File: src/rtl/crl_pkg.sv
package crl_pkg;
    localparam int unsigned CRL_RES_W  = 10;
    localparam int unsigned CRL_BYTE_W = 8;

    typedef struct packed {
        logic locked;
        logic dropped;
    } crl_lock_t;
endpackage

File: src/rtl/crl_lock_ctrl.sv
module crl_lock_ctrl
    import crl_pkg::*;
(
    input  logic clk,
    input  logic rst_n,
    input  logic conv_done,
    input  logic rd_lo,
    input  logic rd_hi,
    output logic wr_en,
    output logic locked,
    output logic dropped
);
    crl_lock_t st_d, st_q;
    logic      gate_open;
    logic      discard;

    always_comb begin
        // A low read without a high read closes the gate in this same cycle.
        gate_open = rd_hi || (!st_q.locked && !rd_lo);
        wr_en     = conv_done && gate_open;
        discard   = conv_done && !gate_open;

        st_d = st_q;
        if (rd_hi) begin
            st_d.locked  = 1'b0;
            st_d.dropped = 1'b0;
        end else begin
            if (rd_lo) begin
                st_d.locked = 1'b1;
            end
            if (discard) begin
                st_d.dropped = 1'b1;
            end
        end
    end

    always_ff @(posedge clk or negedge rst_n) begin
        if (!rst_n) begin
            st_q <= '0;
        end else begin
            st_q <= st_d;
        end
    end

    assign locked  = st_q.locked;
    assign dropped = st_q.dropped;
endmodule

File: src/rtl/crl_store.sv
module crl_store #(
    parameter int unsigned RES_W = crl_pkg::CRL_RES_W
) (
    input  logic             clk,
    input  logic             rst_n,
    input  logic             wr_en,
    input  logic [RES_W-1:0] wr_val,
    output logic [RES_W-1:0] val_q
);
    logic [RES_W-1:0] val_d;

    always_comb begin
        val_d = val_q;
        if (wr_en) begin
            val_d = wr_val;
        end
    end

    always_ff @(posedge clk or negedge rst_n) begin
        if (!rst_n) begin
            val_q <= '0;
        end else begin
            val_q <= val_d;
        end
    end
endmodule

File: src/rtl/crl_align.sv
module crl_align #(
    parameter int unsigned RES_W  = crl_pkg::CRL_RES_W,
    parameter int unsigned BYTE_W = crl_pkg::CRL_BYTE_W
) (
    input  logic [RES_W-1:0]  val,
    input  logic              left_adj,
    output logic [BYTE_W-1:0] byte_lo,
    output logic [BYTE_W-1:0] byte_hi
);
    localparam int unsigned PAIR_W = 2 * BYTE_W;
    localparam int unsigned PAD_W  = PAIR_W - RES_W;

    logic [PAIR_W-1:0] pair_r;
    logic [PAIR_W-1:0] pair_l;
    logic [PAIR_W-1:0] pair_sel;

    generate
        if (PAD_W == 0) begin : g_full
            assign pair_r = val;
            assign pair_l = val;
        end else begin : g_pad
            assign pair_r = {{PAD_W{1'b0}}, val};
            assign pair_l = {val, {PAD_W{1'b0}}};
        end
    endgenerate

    always_comb begin
        pair_sel = left_adj ? pair_l : pair_r;
        byte_lo  = pair_sel[BYTE_W-1:0];
        byte_hi  = pair_sel[PAIR_W-1:BYTE_W];
    end
endmodule

File: src/rtl/conv_result_hold.sv
module conv_result_hold #(
    parameter int unsigned RES_W  = crl_pkg::CRL_RES_W,
    parameter int unsigned BYTE_W = crl_pkg::CRL_BYTE_W
) (
    input  logic              clk,
    input  logic              rst_n,
    input  logic              conv_done,
    input  logic [RES_W-1:0]  conv_value,
    input  logic              rd_lo,
    input  logic              rd_hi,
    input  logic              left_adj,
    output logic [BYTE_W-1:0] rdata_lo,
    output logic [BYTE_W-1:0] rdata_hi,
    output logic              dropped
);
    logic             wr_en;
    logic             locked;
    logic [RES_W-1:0] val_q;

    crl_lock_ctrl u_lock (
        .clk       (clk),
        .rst_n     (rst_n),
        .conv_done (conv_done),
        .rd_lo     (rd_lo),
        .rd_hi     (rd_hi),
        .wr_en     (wr_en),
        .locked    (locked),
        .dropped   (dropped)
    );

    crl_store #(.RES_W(RES_W)) u_store (
        .clk    (clk),
        .rst_n  (rst_n),
        .wr_en  (wr_en),
        .wr_val (conv_value),
        .val_q  (val_q)
    );

    crl_align #(.RES_W(RES_W), .BYTE_W(BYTE_W)) u_align (
        .val      (val_q),
        .left_adj (left_adj),
        .byte_lo  (rdata_lo),
        .byte_hi  (rdata_hi)
    );
endmodule

File: config.mk
export PLATFORM = sky130hd
export DESIGN_NAME = conv_result_hold
export DESIGN_NICKNAME = d
export VERILOG_FILES = /design/src/rtl/crl_pkg.sv /design/src/rtl/crl_lock_ctrl.sv /design/src/rtl/crl_store.sv /design/src/rtl/crl_align.sv /design/src/rtl/conv_result_hold.sv
export SDC_FILE = /design/constraint.sdc
export NUM_CORES = 1
export LEC_CHECK = 0
export ABC_CLOCK_PERIOD_IN_PS = 1900
export BUFFER_PORTS_ARGS = -buffer_cell sky130_fd_sc_hd__buf_2
export CELL_PAD_IN_SITES_DETAIL_PLACEMENT = 0
export CELL_PAD_IN_SITES_GLOBAL_PLACEMENT = 1
export CORE_UTILIZATION = 35
export DETAILED_ROUTE_END_ITERATION = 16
export GPL_ROUTABILITY_DRIVEN = 0
export MAX_ROUTING_LAYER = met4
export PLACE_DENSITY = 0.81
export SLEW_MARGIN = 10
export SYNTH_ARGS = -nofsm -noshare
export SYNTH_HDL_FRONTEND = slang
export SYNTH_HIERARCHICAL = 1
export SYNTH_SLANG_ARGS = --single-unit
File: constraint.sdc
create_clock -name clk -period 1.9 [get_ports clk]
set_clock_uncertainty 0.05 [all_clocks]
set_input_delay 0.19 -clock clk [delete_from_list [all_inputs] [get_ports clk]]
set_output_delay 0.19 -clock clk [all_outputs]
set_load 0.005 [all_outputs]
After elaboration in Yosys (flattened, before gate mapping). Index checks and enable logic that the tools add are counted.

Multiplexer cells: 4. Reductions and logical operators: 9.

Operators by type and width (number): $mux 16 (1); $reduce_bool 2->1 (2); $logic_and 1x1->1 (3); $logic_not 1->1 (3); $mux 1 (2); $mux 2 (1); $logic_or 1x1->1 (1).

Flip-flop bits (word level): 12. Input bits: 16. Output and inout port bits: 17. Logic and storage cells: 16.

Logic depth before layout (Yosys ltp). Gate-level depths: netlist (run 1).

Depth after elaboration: 7. Gate-level depth with buffers: 4. Depth with buffers taken out: 3.

By module. Netlist (run 1), hierarchy kept.

By module, submodules not included: crl_store (times used 1, cells each 21, area an instance 411.6 sq um, seq. area each 250.2 sq um); crl_align (times used 1, cells each 18, area an instance 157.7 sq um, seq. area each 0.0 sq um); crl_lock_ctrl (times used 1, cells each 8, area an instance 78.8 sq um, seq. area each 50.0 sq um).

Least setup slack after synthesis (run 1). No wires, ideal clock.

Kind: register to register. From: register u_lock.st_q (netlist bit u_lock/locked). To: register u_store.val_q[0]. Library setup time: 0.125 ns. Arrival: 1.064 ns. Required time: 1.725 ns. Slack: 0.661 ns. Cell stages (with the launch flop): 5. Path buffers: 1. Period minus slack after synthesis: 1.239 ns. Cells stage by stage: dfrtp_1 nor2_1 o21a_1 buf_6 mux2_4.

Cells in the longest elaborated chain, start to end: 4.

Ends and longest elaborated chain: start: declaration (RTL line crl_lock_ctrl.sv:13) `crl_lock_t st_d, st_q;`; start signal: assignment (RTL line crl_lock_ctrl.sv:41) `st_q <= st_d;`; $logic_not 1->1 (RTL line crl_lock_ctrl.sv:19) `gate_open = rd_hi || (!st_q.locked && !rd_lo);`; $logic_and 1x1->1 (RTL line crl_lock_ctrl.sv:19); $logic_or 1x1->1 (RTL line crl_lock_ctrl.sv:19); $logic_and 1x1->1 (RTL line crl_lock_ctrl.sv:20) `wr_en = conv_done && gate_open;`; named net wr_en (RTL line conv_result_hold.sv:16) `logic wr_en;`; end signal: assignment (RTL line crl_store.sv:23) `val_q <= val_d;`; end: declaration (RTL line crl_store.sv:8) `output logic [RES_W-1:0] val_q`.

The timed path passes the listed nets, and every way through them passes these cells. A chain may end at the register's enable or synchronous reset.

Worst setup path after layout (run 1).
From: register u_lock.st_q (netlist bit u_lock/locked). To: register u_store.val_q[1].

The elaborated chain is that of the path after synthesis.

==> results of run 1 <==
-- Yosys cell counts --
| master | count | area share [%] |
|---|---|---|
| mux2_4 | 14 | 32 |
| dfrtp_1 | 12 | 46 |
| and2_1 | 6 | 5.8 |
| nor2b_1 | 6 | 5.8 |
| buf_6 | 3 | 5.2 |
| nor2_1 | 2 | 1.2 |
| a21oi_1 | 1 | 0.77 |
| inv_1 | 1 | 0.58 |
| o21a_1 | 1 | 1.2 |
| o21ai_1 | 1 | 0.77 |
-- cell families after synthesis --
| kind of cell | after synthesis | synth area share (%) |
|---|---|---|
| multiplexers | 14 | 32.4 |
| flip-flops | 12 | 46.3 |
| buffers and inverters | 4 | 5.79 |
| AND/OR/NAND/NOR | 14 | 12.7 |
| AO/OA/AOI/OAI | 3 | 2.70 |
-- worst register-to-register path: stages, from the launching register on --
cell	delay [ns]
dfrtp_1	0.37
nor2_1	0.14
o21a_1	0.13
buf_4	0.22
mux2_4	0.32
-- final timing paths --
kind	from	endpoint	slack, ns	cells past startpoint
max in group asynchronous	rst_n	u_store/val_q[9]	1.31	2
hold / removal	rd_hi	u_lock/dropped	0.06	2
min in group asynchronous	rst_n	u_store/val_q[8]	0.27	2
setup reg to reg	u_lock/locked	u_store/val_q[1]	0.56	4
hold reg to reg	u_lock/locked	u_lock/locked	0.47	2
setup / recovery	u_lock/locked	u_store/val_q[1]	0.56	4
-- through the flow --
step / total power (W) / cells / instance area, µm² / hold WS, ns
4_1_cts: 0.000655 / 106 / 846 / 0.0411
6_report: 0.000642 / 106 / 846 / 0.0579
2_1_floorplan: 0.000434 / 47 / 648 / -0.156
3_3_place_gp: 0.000498 / 102 / 813 / 0.0262
5_1_grt: 0.000690 / 106 / 846 / 0.0446
3_5_place_dp: 0.000502 / 102 / 813 / 0.0280
-- placed cells by master (no fill, tap or decap) --
master / count
a21oi_1: 1
and2_1: 6
buf_2: 32
buf_4: 1
clkbuf_4: 3
dfrtp_1: 12
dlygate4sd3_1: 1
inv_1: 1
mux2_4: 14
nor2_1: 2
nor2b_1: 6
o21a_1: 1
o21ai_1: 1
-- state kept, by name, summed over array words and instances, names as in the netlist --
| signal | cells |
|---|---|
| u_lock/locked | 1 |
| u_store/val_q | 10 |
| u_lock/dropped | 1 |
-- where the power goes --
part | leakage (nW) | switching (W) | internal (W) | total (W)
sequential | 0.143 | 0.0000249 | 0.000290 | 0.000315
clock | 0.0138 | 0.0000731 | 0.0000732 | 0.000146
combinational | 0.297 | 0.0000583 | 0.000123 | 0.000181
total | 0.454 | 0.000156 | 0.000486 | 0.000642
-- area by class of cell --
cell class / count / area, µm²
inverter: 1 / 3.75
clock buffer: 3 / 22.5
sequential: 12 / 300
timing repair buffer: 34 / 178
fill: 181 / 881
multi-input combinational: 31 / 310
tap: 25 / 31.3
-- per-layer routing --
layer  GRT usage [%]  vias up  routed length, µm  part of all wire [%]
met5               -        -                  0                     0
met4            5.45        0                 14                   1.3
met3            7.20        2                 85                   7.7
met2            17.4       22                499                    45
met1            16.7      204                511                    46
li1                -      225                  -                     -
-- what timing repair did --
item,4_1_cts,5_1_grt
setup buffers,0,0
resized for setup,0,0
hold buffers,1,0
hold endpoints to repair,12,0
==> impl_metrics.yaml, run 1 <==
sta:
  fin_crit_ns: 1.34
  tightest_slew_ns: 0.283
  rsz0062_at_grt: "false"
  hold_viol: 0
  drv_slew: 0
  setup-violations-final: 0
  tns_ns: 0
  worst_slack_ns: 0.557
  relSlewSlack_pct: 81.1
  period_share_pct: 70.7
  fmax_mhz: 745
critical_path:
  crit_path_max_fanout: 10
  crit_type: "register to register"
  worstPathCellList: "nor2_1 -> o21a_1 -> buf_4 -> mux2_4"
  endpoint_kind: "register"
  required_ns: 2.00
  slowest_delay_ns: 0.37
  crit_buf_inv: 1
  crit_family: "flip-flops"
  critPathSlowestCell: "dfrtp_1"
  startpoint_type: "register"
  worstPathArrival_ns: 1.45
drt:
  postRouteAntennaNets: 0
  wl_per_cell_um: 10.5
  vias: 453
  route.final.wire_length_um: 1110
  drc: 0
  drt_iter0_drc: 2
  drt_first_pass_iters: 3
  viasPerCell: 4.27
synth:
  yosys_register_bits: 12
  syn_area_um2: 648
  synth_nets: 63
  syn_avg_cell_area_um2: 13.8
  ys_types: 10
  syn_inst: 47
  seq_area_frac_synth_pct: 46.3
  yosysWarnings: 6
grt:
  grt_max_degree: 17
  grt_pass1_wl_um: 1700
  first_global_vias: 345
  antenna_found_initial: 0
  grt_use_total_pct: 13.2
  grt-ovfl-total: 0
die:
  ios: 33
  start_util_pct: 37.5
  std_cell_rows: 15
  fp.dieH_um: 45.0
  dieWidth_um: 45.0
  core_region_area_mm2: 0.00173
  die_area_mm2: 0.00203
clocking:
  clk_latency_ns: 0.26
  max-clock-path-buffers: 2
  h-tree-depth: 1
  numCtsBuffers: 3
  cts.sinks: 12
  clkTransAtPathRegs_ns: 0.07
  root_buffer: "clkbuf_4"
  cts_tree: "done"
pwr:
  ir_drop_uv: 519
  power_leakage_nw: 0.454
  p_per_area_mw_per_mm2: 759
placement:
  dpl.hpwl_um: 870
  io_buffers: 32
  pre_cts_ws_ns: 0.557
final_layout:
  diodes: 0
  area_delta_synth_final_pct: 30.5
  utilization_pct: 49.0
  layout.nets: 99
  drive_gt1_share_pct: 61.7
min_path:
  hold_class: "input pin to register"
run:
  maxCapViolCount: 0
run_status:
  status: "complete, no violations"
(Power assumes the default switching activity.)
==> run 2, diff against run 1 <==
--- a/config.mk
+++ b/config.mk
@@ -5,15 +5,15 @@
 export SDC_FILE = /design/constraint.sdc
 export NUM_CORES = 1
 export LEC_CHECK = 0
-export ABC_CLOCK_PERIOD_IN_PS = 1900
+export ABC_CLOCK_PERIOD_IN_PS = 1300
 export BUFFER_PORTS_ARGS = -buffer_cell sky130_fd_sc_hd__buf_2
 export CELL_PAD_IN_SITES_DETAIL_PLACEMENT = 0
 export CELL_PAD_IN_SITES_GLOBAL_PLACEMENT = 1
-export CORE_UTILIZATION = 35
+export CORE_UTILIZATION = 33
 export DETAILED_ROUTE_END_ITERATION = 16
 export GPL_ROUTABILITY_DRIVEN = 0
 export MAX_ROUTING_LAYER = met4
-export PLACE_DENSITY = 0.81
+export PLACE_DENSITY = 0.78
 export SLEW_MARGIN = 10
 export SYNTH_ARGS = -nofsm -noshare
 export SYNTH_HDL_FRONTEND = slang
==> constraint.sdc (replaced) <==
create_clock -name clk -period 1.3 [get_ports clk]
set_clock_uncertainty 0.05 [all_clocks]
set_input_delay 0.13 -clock clk [delete_from_list [all_inputs] [get_ports clk]]
set_output_delay 0.13 -clock clk [all_outputs]
set_load 0.005 [all_outputs]
==> impl_metrics.yaml, run 2 (synthesis gave the netlist of run 1 again) <==
run_status:
  status: "complete, no violations"
pwr:
  p_clk_share_pct: 22.4
  fin_total_pwr_w: 0.000955
  ir_drop_uv: 651
  swShare_pct: 24.6
  p_per_area_mw_per_mm2: 1090
  power_frac_seq_pct: 48.6
  cellInternalPower_w: 0.000720
  p_sw_w: 0.000235
  power_leakage_nw: 0.467
  share_comb_of_total_power_pct: 29.0
die:
  die_area_mm2: 0.00215
  start_util_pct: 36.4
  std_cell_rows: 15
  ios: 33
  dieWidth_um: 46.3
  fp.dieH_um: 46.3
  core_region_area_mm2: 0.00178
final_layout:
  fin_area_um2: 878
  drive_gt1_share_pct: 62.7
  largest_reg_flops: 10
  diodes: 0
  layout_commonest_cell: "buf_2"
  layout.nets: 101
  layout_common_cells: "32 x buf_2, 14 x mux2_4, 12 x dfrtp_1"
  regMostFlops: "u_store/val_q"
  area_delta_synth_final_pct: 35.5
  stdcell_count: 108
grt:
  grt_use_total_pct: 12.5
  grt-ovfl-total: 0
  use_met2_pct: 16.9
  first_global_vias: 380
  grt_use_met1_pct: 16.3
  grt_util_met3_pct: 5.88
  grt_pass1_wl_um: 1740
  antenna_found_initial: 0
  top_usage_layer: "met2"
  grt_max_degree: 13
sta:
  fin_crit_ns: 1.30
  holdWs_ns: 0.0436
  relSlewSlack_pct: 82.6
  tightest_slew_ns: 0.261
  period_share_pct: 99.8
  rsz0062_at_grt: "true"
  fmax_mhz: 771
  setup-violations-final: 0
  drv_slew: 0
  hold_viol: 0
critical_path:
  worstPathCellList: "nor2_2 -> o21a_1 -> buf_12 -> mux2_4"
  crit_buf_inv: 1
  critPathSlowestCell: "dfrtp_1"
  startpoint_type: "register"
  slowest_delay_ns: 0.39
  crit_type: "register to register"
  crit_family: "flip-flops"
  crit_path_max_fanout: 10
  endpoint_kind: "register"
  required_ns: 1.39
  worstPathArrival_ns: 1.39
clocking:
  post_cts_buffers: 0
  h-tree-depth: 1
  max-clock-path-buffers: 2
  root_buffer: "clkbuf_4"
  cts.sinks: 12
  cts_tree: "done"
  clk_latency_ns: 0.26
  clkTransAtPathRegs_ns: 0.07
  numCtsBuffers: 3
drt:
  drt_iter0_drc: 4
  vias: 454
  wl_per_cell_um: 11.2
  postRouteAntennaNets: 0
  viasPerCell: 4.20
  drc: 0
  drt_first_pass_iters: 4
  route.final.wire_length_um: 1210
min_path:
  hold_class: "input pin to register"
placement:
  placed_area_um2: 833
  dp_cells: 103
  io_buffers: 32
  dpl.hpwl_um: 925
run:
  maxCapViolCount: 0
## run 2: area by class of cell
type / count / area (µm²)
Tap cell: 25 / 31.3
Inverter: 1 / 3.75
Sequential cell: 12 / 300
Clock buffer: 3 / 22.5
Fill cell: 169 / 905
Timing Repair Buffer: 36 / 208
Multi-Input combinational cell: 31 / 313
## run 2: power groups by stage
stage          logic [W]  registers (W)  clock network (W)
6_report        0.000277       0.000464           0.000214
5_1_grt         0.000306       0.000471           0.000244
4_1_cts         0.000280       0.000463           0.000224
3_5_place_dp    0.000275       0.000470                  0
3_3_place_gp    0.000272       0.000468                  0
2_1_floorplan   0.000179       0.000456                  0
## run 2: worst register-to-register path: cells and delay by family (launching register included)
kind	cells	cell delay [ns]
buffers and inverters	1	0.15
AOI/OAI and AO/OA	1	0.16
and+or+nand+nor	1	0.13
muxes	1	0.30
DFF	1	0.39
## run 2: through the flow
stage | util [%] | TNS, ns | worst slack, ns
after floorplan | - | 0 | 0.0612
after global placement | 46.7 | 0 | 0.0306
after detailed placement | 46.7 | 0 | 0.00356
after CTS | 49.1 | -0.00732 | -0.00557
after global routing | 49.3 | -0.523 | -0.0568
final | 49.3 | 0 | 0.00220
## run 2: path summary, 6_finish.rpt
kind | cells after the start | from | slack (ns) | endpoint
setup / recovery | 4 | u_lock/locked | 0.002 | u_store/val_q[8]
hold / removal | 2 | conv_value[3] | 0.04 | u_store/val_q[3]
setup reg to reg | 4 | u_lock/locked | 0.002 | u_store/val_q[8]
hold reg to reg | 2 | u_lock/locked | 0.48 | u_lock/locked
max in group asynchronous | 2 | rst_n | 0.74 | u_store/val_q[8]
min in group asynchronous | 2 | rst_n | 0.24 | u_store/val_q[1]
## run 2: routing by layer
layer,wire [µm],share of wire (%),vias up
met5,0,0,-
met4,17,1.4,0
met3,85,7.0,2
met2,541,45,25
met1,567,47,201
li1,-,-,226
## run 2: repair_timing
item,4_1_cts,5_1_grt
hold endpoints to repair,14,0
resized for setup,0,1
setup endpoints to repair,2,10
hold buffers,2,0
